<file path="src/rtl/sis_pkg.sv">
// Package: shared types for the sensor initialization sequencer.
// Assumes a table word of one 8-bit register address over a 16-bit value.
package sis_pkg;

    localparam int unsigned REG_W  = 8;
    localparam int unsigned VAL_W  = 16;
    localparam int unsigned WORD_W = REG_W + VAL_W;

    typedef struct packed {
        logic [REG_W-1:0] reg_addr;
        logic [VAL_W-1:0] value;
    } cfg_word_t;

    typedef enum logic [1:0] {
        ST_ISSUE = 2'd0,
        ST_WAIT  = 2'd1,
        ST_GAP   = 2'd2,
        ST_DONE  = 2'd3
    } seq_state_t;

endpackage

</file>
<file path="src/rtl/sis_table.sv">
// Module: constant configuration table.
// Unpacks the flat parameter into words and selects the word at idx.
// Assumes entry k lives at bits [24k+23:24k]; an index outside the table yields zero.
module sis_table
    import sis_pkg::*;
#(
    parameter int unsigned DEPTH = 4,
    parameter int unsigned IDX_W = 3,
    parameter logic [DEPTH*WORD_W-1:0] TABLE = '0
) (
    input  logic [IDX_W-1:0] idx,
    output cfg_word_t        word
);

    cfg_word_t rom [DEPTH];

    // Split the flat table into per-entry words.
    for (genvar g = 0; g < DEPTH; g++) begin : g_entry
        assign rom[g] = cfg_word_t'(TABLE[g*WORD_W +: WORD_W]);
    end

    // Select the entry that matches the current index.
    always_comb begin
        word = '0;
        for (int i = 0; i < DEPTH; i++) begin
            if (idx == IDX_W'(i)) begin
                word = rom[i];
            end
        end
    end

endmodule

</file>
<file path="src/rtl/sis_gap_timer.sv">
// Module: retry idle-gap timer.
// Loads GAP on load and counts down to zero; expired is high at zero.
// Assumes GAP >= 1 so a load is never expired on the following cycle.
module sis_gap_timer #(
    parameter int unsigned GAP = 500
) (
    input  logic clk,
    input  logic rst_n,
    input  logic load,
    output logic expired
);

    localparam int unsigned CNT_W = (GAP < 2) ? 1 : $clog2(GAP + 1);

    logic [CNT_W-1:0] cnt;

    // Reload on request, otherwise count down to zero and stay there.
    always_ff @(posedge clk) begin
        if (!rst_n) begin
            cnt <= '0;
        end else if (load) begin
            cnt <= CNT_W'(GAP);
        end else if (cnt != '0) begin
            cnt <= cnt - 1'b1;
        end
    end

    assign expired = (cnt == '0);

    // A fresh load must hold off the retry for at least one cycle.
    p_gap_holds_r6: assert property (@(posedge clk) disable iff (!rst_n)
        load |=> !expired);

endmodule

</file>
<file path="src/rtl/sis_ctrl.sv">
// Module: sequencing state machine and table index.
// Issues one request per entry while the master is idle, advances on a good
// completion, schedules a gapped retry on an acknowledge error, and flags done.
// Assumes the master reports exactly one mst_done per accepted mst_go.
module sis_ctrl
    import sis_pkg::*;
#(
    parameter int unsigned DEPTH = 4,
    parameter int unsigned IDX_W = 3
) (
    input  logic             clk,
    input  logic             rst_n,
    input  logic             mst_busy,
    input  logic             mst_done,
    input  logic             mst_ack_err,
    input  logic             gap_expired,
    output logic             gap_load,
    output logic             mst_go,
    output logic [IDX_W-1:0] idx,
    output logic             cfg_done
);

    localparam logic [IDX_W-1:0] LAST_IDX = IDX_W'(DEPTH - 1);

    seq_state_t state;
    logic       ok_done;
    logic       bad_done;

    // Classify the master's completion report while a request is outstanding.
    always_comb begin
        ok_done  = (state == ST_WAIT) && mst_done && !mst_ack_err;
        bad_done = (state == ST_WAIT) && mst_done &&  mst_ack_err;
    end

    assign gap_load = bad_done;

    // Main sequencing: request, wait, retry gap, finished.
    always_ff @(posedge clk) begin
        if (!rst_n) begin
            state    <= ST_ISSUE;
            idx      <= '0;
            mst_go   <= 1'b0;
            cfg_done <= 1'b0;
        end else begin
            mst_go <= 1'b0;
            case (state)
                ST_ISSUE: begin
                    if (!mst_busy) begin
                        mst_go <= 1'b1;
                        state  <= ST_WAIT;
                    end
                end
                ST_WAIT: begin
                    if (ok_done) begin
                        idx <= idx + 1'b1;
                        if (idx == LAST_IDX) begin
                            state    <= ST_DONE;
                            cfg_done <= 1'b1;
                        end else begin
                            state <= ST_ISSUE;
                        end
                    end else if (bad_done) begin
                        state <= ST_GAP;
                    end
                end
                ST_GAP: begin
                    if (gap_expired) begin
                        state <= ST_ISSUE;
                    end
                end
                default: begin
                    state <= ST_DONE;
                end
            endcase
        end
    end

    // Request strobe is a single cycle.
    p_go_pulse_r3: assert property (@(posedge clk) disable iff (!rst_n)
        mst_go |=> !mst_go);

    // A request only follows an edge that saw the master idle.
    p_go_idle_r4: assert property (@(posedge clk) disable iff (!rst_n)
        mst_go |-> $past(!mst_busy));

    // Index moves by one and only after a clean completion.
    p_idx_step_r5: assert property (@(posedge clk) disable iff (!rst_n)
        ($past(rst_n) && (idx != $past(idx))) |->
            ((idx == IDX_W'($past(idx) + 1'b1)) && $past(mst_done && !mst_ack_err)));

    // Done is sticky until reset.
    p_done_hold_r8: assert property (@(posedge clk) disable iff (!rst_n)
        cfg_done |=> cfg_done);

    // No further request once the table is finished.
    p_quiet_after_done_r8: assert property (@(posedge clk) disable iff (!rst_n)
        cfg_done |-> !mst_go);

endmodule

</file>
<file path="src/rtl/sensor_init_seq.sv">
// Module: top of the sensor register initialization sequencer.
// Connects the constant table, the sequencing FSM and the retry gap timer.
// Assumes TABLE_DEPTH >= 1 and RETRY_GAP >= 1 (RETRY_GAP in clock cycles,
// chosen to cover at least one SCL period of the write master).
module sensor_init_seq
    import sis_pkg::*;
#(
    parameter int unsigned TABLE_DEPTH = 4,
    parameter int unsigned RETRY_GAP   = 500,
    parameter int unsigned IDX_W       = $clog2(TABLE_DEPTH + 1),
    parameter logic [TABLE_DEPTH*WORD_W-1:0] CFG_TABLE = {
        24'h35_0008, 24'h20_0040, 24'h01_01EA, 24'h09_0300
    }
) (
    input  logic             clk,
    input  logic             rst_n,
    input  logic             mst_busy,
    input  logic             mst_done,
    input  logic             mst_ack_err,
    output logic             mst_go,
    output logic [REG_W-1:0] mst_reg,
    output logic [VAL_W-1:0] mst_val,
    output logic [IDX_W-1:0] cfg_index,
    output logic             config_done
);

    cfg_word_t cur_word;
    logic      gap_load;
    logic      gap_expired;

    sis_table #(
        .DEPTH (TABLE_DEPTH),
        .IDX_W (IDX_W),
        .TABLE (CFG_TABLE)
    ) u_table (
        .idx  (cfg_index),
        .word (cur_word)
    );

    sis_ctrl #(
        .DEPTH (TABLE_DEPTH),
        .IDX_W (IDX_W)
    ) u_ctrl (
        .clk         (clk),
        .rst_n       (rst_n),
        .mst_busy    (mst_busy),
        .mst_done    (mst_done),
        .mst_ack_err (mst_ack_err),
        .gap_expired (gap_expired),
        .gap_load    (gap_load),
        .mst_go      (mst_go),
        .idx         (cfg_index),
        .cfg_done    (config_done)
    );

    sis_gap_timer #(
        .GAP (RETRY_GAP)
    ) u_gap (
        .clk     (clk),
        .rst_n   (rst_n),
        .load    (gap_load),
        .expired (gap_expired)
    );

    // Presented word follows the table entry at the index.
    assign mst_reg = cur_word.reg_addr;
    assign mst_val = cur_word.value;

    // Finished means the index has run off the end of the table.
    p_done_index_r8: assert property (@(posedge clk) disable iff (!rst_n)
        config_done |-> (cfg_index == IDX_W'(TABLE_DEPTH)));

endmodule

</file>
<file path="config.mk">
export PLATFORM = sky130hd
export DESIGN_NAME = sensor_init_seq
export DESIGN_NICKNAME = d
export VERILOG_FILES = /design/src/rtl/sis_pkg.sv /design/src/rtl/sis_table.sv /design/src/rtl/sis_gap_timer.sv /design/src/rtl/sis_ctrl.sv /design/src/rtl/sensor_init_seq.sv
export SDC_FILE = /design/constraint.sdc
export NUM_CORES = 1
export LEC_CHECK = 0
export BUFFER_PORTS_ARGS = -buffer_cell sky130_fd_sc_hd__buf_2
export CAP_MARGIN = 20
export CORE_ASPECT_RATIO = 1.4
export CORE_MARGIN = 2
export CORE_UTILIZATION = 52
export DETAILED_ROUTE_END_ITERATION = 8
export PLACE_DENSITY = 0.83
export SLEW_MARGIN = 20
export SYNTH_ARGS = -nofsm -noshare
export SYNTH_HDL_FRONTEND = slang
export SYNTH_SLANG_ARGS = --single-unit
</file>
<file path="constraint.sdc">
create_clock -name clk -period 5 [get_ports clk]
set_input_delay 1 -clock clk [delete_from_list [all_inputs] [get_ports clk]]
set_output_delay 1 -clock clk [all_outputs]
set_load 0.01 [all_outputs]
</file>
==> impl_metrics.yaml, run 1 <==
global_routing:
  overflow: 0
  antenna_found_initial: 0
  grt_use_total_pct: 18.3
  grt_pass1_vias: 761
  grt_first_pass_wirelength_mm: 3.01
  grt_max_degree: 10
synthesis:
  synth_seq_cells: 16
  netlist_area_um2: 975
  synth_adder_area_share_pct: 7.70
  synth.area.mux_share_pct: 1.03
  synth_top_family_by_area: "simple AND/OR/NAND/NOR gates"
  synth_xor_area_share_pct: 0.899
  synthCells: 114
  ys_types: 36
  ys_warn_count: 0
  syn_area_per_cell_um2: 8.55
  synth-compound-area-share_pct: 18.0
  yosysSeqAreaShare_pct: 32.9
  synthSimpleGateAreaFrac_pct: 24.5
drt:
  drtAntennaViolNets: 0
  first_iter_violations: 8
  first_pass_iters: 4
  wl_per_cell_um: 12.9
  drc: 0
  via_per_inst: 5.65
  vias: 864
  wl_mm: 1.97
setup_path:
  crit_top_cell: "ha_1"
  cp_slowest_cell: "dfxtp_1"
  crit_fanout: 9
  cp_slowest_stage_delay_ps: 360
  endpoint_kind: "output pin"
  crit_type: "flop to output pin"
  rrSetupSlack_ps: 3280
  required_ps: 4000
  cp_data_arrival_time_ps: 1720
  startpoint_type: "flop"
  path_cells: "ha_1 -> ha_1 -> a21o_1 -> nor3_1 -> buf_2"
clock_tree:
  postCtsSetupRepairBufs: 0
  postCtsHoldBufs: 0
  clk_pin_slew_ps: 90
  cts_buffers: 3
  cts_tree: "built"
  cts_resized: 0
  clock-sinks: 16
  cts_max_path_buffers: 2
  htree_num_levels: 1
  cts_root_buf: "clkbuf_4"
  clk_latency_ps: 280
final_layout:
  num_antenna_cells: 0
  final_nets: 146
  layout_common_cells: "buf_2, dfxtp_1, conb_1, nor2_1, nor3_1"
  area_delta_synth_final_pct: 7.57
  layout_commonest_cell: "buf_2"
  nFillCells: 169
  fin_util_pct: 59.7
  layout-drive-gt1-share_pct: 21.8
sta:
  period_minus_slack_ps: 2720
  setup_tns_ps: 0
  tightest_slew_ps: 522
  final_max_slew_viol_count: 0
  hold_viol: 0
  fin_skew_ps: 5.96
  whs_ps: 499
  rsz0062_at_grt: "no"
  period_share_pct: 54.5
  fmax_mhz: 367
  slew_headroom_pct: 64.9
  setup_violations: 0
power_and_ir_drop:
  power_density_nw_per_um2: 456
  peakVddDrop_v: 0.000272
  p_leak_uw: 0.000492
die:
  start_util_pct: 55.5
  row_count: 18
  fp.dieH_um: 55.2
  core-area_um2: 1760
  io_pins: 34
  die_x_um: 40.6
  fp.dieArea_um2: 2240
hold_path:
  hold_class: "flop to flop"
placement:
  routabilityCongestion: 0.766
  portBuffers: 21
  place.detailed.hpwl_mm: 1.58
status:
  status: "completed"
run:
  drv_cap: 0
## routing by layer
| metal | share of wire [%] | global-route usage, % | vias to the layer above |
|---|---|---|---|
| met5 | 0 | 0 | - |
| met4 | 1.7 | 7.14 | 0 |
| met3 | 3.9 | 2.41 | 5 |
| met2 | 56 | 34.5 | 25 |
| met1 | 39 | 17.7 | 403 |
| li1 | - | - | 431 |
## cells in the mapped netlist
| master | count | area share, % |
|---|---|---|
| o221a_2 | 1 | 1.2 |
| and4bb_2 | 1 | 1.3 |
| o21ai_0 | 3 | 1.5 |
| nand4b_1 | 1 | 0.90 |
| nand3_1 | 1 | 0.51 |
| and4b_1 | 1 | 1.0 |
| buf_4 | 16 | 12 |
| a21oi_1 | 6 | 3.1 |
| ha_1 | 6 | 7.7 |
| nand2b_1 | 1 | 0.64 |
| nor3_1 | 7 | 3.6 |
| or4_4 | 1 | 1.2 |
| nor2_1 | 10 | 3.9 |
| or3b_2 | 1 | 0.90 |
| and2_1 | 1 | 0.64 |
| or3_1 | 3 | 1.9 |
| mux2i_1 | 1 | 1.0 |
| nand2_1 | 3 | 1.2 |
| o31ai_1 | 3 | 2.3 |
| clkinv_1 | 1 | 0.38 |
| nor4_1 | 3 | 1.9 |
| o21a_1 | 1 | 0.77 |
| a31oi_1 | 4 | 2.6 |
| a211oi_1 | 2 | 1.5 |
| or4_1 | 2 | 1.5 |
| conb_1 | 1 | 0.38 |
| nor4b_1 | 1 | 0.90 |
| xnor2_1 | 1 | 0.90 |
| o31a_1 | 1 | 0.90 |
| a211o_1 | 1 | 0.90 |
| dfxtp_1 | 16 | 33 |
| a21o_1 | 2 | 1.5 |
| nor2b_1 | 4 | 2.6 |
| inv_1 | 5 | 1.9 |
| o21bai_1 | 1 | 0.77 |
| a21o_2 | 1 | 0.90 |
## sequential cells by signal, indices dropped and copies added, names as in the netlist
signal,count
u_ctrl.state,2
u_ctrl.cfg_done,1
u_ctrl.mst_go,1
u_gap.cnt,9
u_ctrl.idx,3
## where the power goes
group | internal, uW | switching [uW] | total (uW)
registers | 159 | 39.3 | 198
clock network | 28.0 | 37.7 | 65.7
logic | 97.8 | 117 | 215
## path summary, 6_finish.rpt
check | from | endpoint | cells after the start
worst max-delay path | u_ctrl.idx[0] | mst_val[9] | 5
worst min-delay path | u_ctrl.cfg_done | u_ctrl.cfg_done | 2
worst max register to register | u_gap.cnt[0] | u_gap.cnt[6] | 5
worst min register to register | u_ctrl.cfg_done | u_ctrl.cfg_done | 2
## cell type report
class | count | area [um2] | area share [%]
multi-input cells | 87 | 553 | 52.7
repair buffers | 21 | 105 | 10.0
inverters | 6 | 22.5 | 2.15
flip-flops and latches | 16 | 320 | 30.5
clock buffers | 3 | 22.5 | 2.15
well taps | 20 | 25.0 | 2.39
## critical path: cells and delay by family (launching register included)
family                     cells  cell delay [ps]
AOI/OAI and AO/OA              1              210
adders and majority gates      2              500
buffers and inverters          1              180
DFF                            1              360
and+or+nand+nor                1              200
## logic make-up after synthesis
group | count (synthesis)
mux | 1
compound gates | 26
simple gates | 41
fa+ha+maj | 6
xor+xnor | 1
other cells | 1
flops | 16
buf+inv | 22
## through the flow
stage / setup WS (ps) / power, uW / instances / area, um2
4_1_cts: 2270 / 480 / 153 / 1050
3_3_place_gp: 2690 / 402 / 150 / 1030
6_report: 2280 / 478 / 153 / 1050
5_1_grt: 2140 / 518 / 153 / 1050
2_1_floorplan: 2400 / 370 / 125 / 1020
3_5_place_dp: 2580 / 414 / 150 / 1030
Power figures use the tool's default switching activity.
==> run 2, diff against run 1 <==
--- a/config.mk
+++ b/config.mk
@@ -5,13 +5,14 @@
 export SDC_FILE = /design/constraint.sdc
 export NUM_CORES = 1
 export LEC_CHECK = 0
+export ABC_AREA = 1
 export BUFFER_PORTS_ARGS = -buffer_cell sky130_fd_sc_hd__buf_2
 export CAP_MARGIN = 20
 export CORE_ASPECT_RATIO = 1.4
 export CORE_MARGIN = 2
-export CORE_UTILIZATION = 52
+export CORE_UTILIZATION = 50
 export DETAILED_ROUTE_END_ITERATION = 8
-export PLACE_DENSITY = 0.83
+export PLACE_DENSITY = 0.79
 export SLEW_MARGIN = 20
 export SYNTH_ARGS = -nofsm -noshare
 export SYNTH_HDL_FRONTEND = slang
==> constraint.sdc (replaced) <==
create_clock -name clk -period 2.7 [get_ports clk]
set_input_delay 0.54 -clock clk [delete_from_list [all_inputs] [get_ports clk]]
set_output_delay 0.54 -clock clk [all_outputs]
set_load 0.01 [all_outputs]
==> run 2 against run 1 <==
Sequential power is 90% higher; synthesized area is 10% higher; critical path depth is 1 higher; flip-flop and latch count stayed put; via count is 8.3% higher; first-iteration DRC count is 88% higher; non-clock buffer count stayed put; worst hold slack worse by 68 ps; clock power is 86% higher.
==> impl_metrics.yaml, run 2 <==
synthesis:
  yosysTopAreaCellShare_pct: 29.8
  syn_area_per_cell_um2: 7.20
  async_flop_share_pct: 0
  ys_types: 25
  yosysMostFrequentCell: "nand2_1"
  ys_warn_count: 0
  synth-edff-count: 0
  synth_top_area_cell: "dfxtp_1"
  synth_seq_cells: 16
  synth_common_cells: "nand2_1, inv_1, buf_4, dfxtp_1"
  synthCells: 149
  synth_area_leaders: "dfxtp_1, buf_4, nand2_1"
  yosysSeqAreaShare_pct: 29.8
  netlist_area_um2: 1070
  synthFlopType: "dfxtp_1"
setup_path:
  crit_top_cell: "ha_1"
  path_cells: "ha_1 -> ha_1 -> inv_1 -> nand2_1 -> nor3_1 -> buf_2"
  rrSetupSlack_ps: 1250
  cp_data_arrival_time_ps: 1670
  crit_fanout: 7
  cp.buffers_inverters: 2
  required_ps: 2160
  cp_slowest_stage_delay_ps: 350
  worst-r2r-cell-count: 9
  endpoint_kind: "output pin"
  cp_slowest_cell: "dfxtp_1"
  cp_top_family: "adder cells"
  startpoint_type: "flop"
  rr_endpoint: "u_ctrl.state[1]"
  crit_type: "flop to output pin"
  rr_startpoint: "u_gap.cnt[0]"
drt:
  first_pass_iters: 4
  vias: 936
  drt-met1-wl_um: 759
  drtAntennaViolNets: 0
  wl_met3_um: 103
  wl_mm: 1.95
  top_layer_used: "met4"
  dr_wl_met2_mm: 1.06
  drc: 0
  wl_per_cell_um: 10.3
  first_iter_violations: 15
  via_per_inst: 4.95
sta:
  setup_violations: 0
  period_minus_slack_ps: 2210
  setup_ws_ps: 492
  period_share_pct: 81.8
  whs_ps: 431
  setup_tns_ps: 0
  final_max_slew_viol_count: 0
  hold_viol: 0
  fmax_mhz: 453
  fin_skew_ps: 3.20
  rsz0062_at_grt: "no"
power_and_ir_drop:
  power_uw: 1160
  peakVddDrop_v: 0.000570
  power_density_nw_per_um2: 1010
  p_leak_uw: 0.000615
die:
  io_pins: 34
  core-area_um2: 2000
  fp.dieArea_um2: 2540
  fp.dieH_um: 58.8
  start_util_pct: 53.8
  die_x_um: 43.2
  row_count: 19
final_layout:
  layout-drive-gt1-share_pct: 22.0
  top_register: "u_gap.cnt"
  top_regs: "u_gap.cnt (9), u_ctrl.idx (3), u_ctrl.state (2)"
  final_nets: 181
  layout_common_cells: "nand2_1, inv_1, buf_2, dfxtp_1"
  layout_commonest_cell: "nand2_1"
  largest_reg_flops: 9
  num_antenna_cells: 0
  area_delta_synth_final_pct: 6.99
placement:
  dp_slack_ps: 817
  portBuffers: 21
  place.detailed.hpwl_mm: 1.60
  routabilityCongestion: 0.798
clock_tree:
  cts_root_buf: "clkbuf_4"
  cts_max_path_buffers: 2
  postCtsHoldBufs: 0
  clk_pin_slew_ps: 90
  clk_latency_ps: 280
  clock-sinks: 16
  cts_tree: "built"
  cts_buffers: 3
  htree_num_levels: 1
  postCtsSetupRepairBufs: 0
  cts_resized: 0
global_routing:
  grt_use_total_pct: 17.2
  grt_pass1_vias: 866
  overflow: 0
  grt_max_degree: 11
  antenna_found_initial: 0
  grt_first_pass_wirelength_mm: 3.36
hold_path:
  min_from: "mst_busy"
  hold_class: "input pin to flop"
  whs_path_depth: 2
  hold_path_end: "u_ctrl.mst_go"
run:
  drv_cap: 0
status:
  status: "completed"
## run 2: worst max-delay path by stage
stage               depth (start not counted)  slack [ps]         end     startpoint
finish                                      6         490  mst_reg[3]  u_ctrl.idx[0]
global placement                            6         880  mst_val[9]  u_ctrl.idx[0]
CTS                                         6         490  mst_reg[3]  u_ctrl.idx[0]
detailed placement                          6         820  mst_reg[3]  u_ctrl.idx[0]
global route                                6         370  mst_reg[3]  u_ctrl.idx[0]
floorplan                                   6         580  mst_val[9]  u_ctrl.idx[0]
## run 2: cell families (layout without fill, tap and decap cells)
logic type | count (synthesis) | after routing | share of synthesized area (%)
and+or+nand+nor | 61 | 61 | 29.4
buffers and inverters | 41 | 49 | 19.9
AOI/OAI and AO/OA | 21 | 21 | 11.1
DFF | 16 | 16 | 29.8
adders and majority gates | 6 | 6 | 6.99
xor gates and xnor gates | 3 | 3 | 2.45
other | 1 | 12 | 0.349
## run 2: worst register-to-register path: cells and delay by family (launching register included)
kind	cells	cell delay, ps
AO/OA/AOI/OAI	1	100
adder cells (fa/ha/maj)	1	290
buffers and inverters	2	140
flip-flops	1	330
AND/OR/NAND/NOR	5	490
## run 2: cell type report
type	instances	area [um2]
clock buffers	3	22.5
fillers	195	848
inverters	25	93.8
multi-input cells	103	581
flip-flops and latches	16	320
well taps	21	26.3
repair buffers	21	105
## run 2: per-layer routing
layer,vias up,GRT usage [%]
met4,0,11.7
met5,-,0
met2,25,31.6
met1,427,17.3
met3,4,2.76
li1,480,-
## run 2: report_power, final
group          switching [uW]  internal (uW)
Combinational             401            259
Clock                    70.2           51.8
Sequential               70.0            307
## run 2: metrics by stage
step	instances	utilization [%]	cell area, um2
after floorplan	160	-	1110
after global placement	186	56.4	1130
after detailed placement	186	56.4	1130
after CTS	189	57.5	1150
after global routing	189	57.5	1150
final	189	57.5	1150
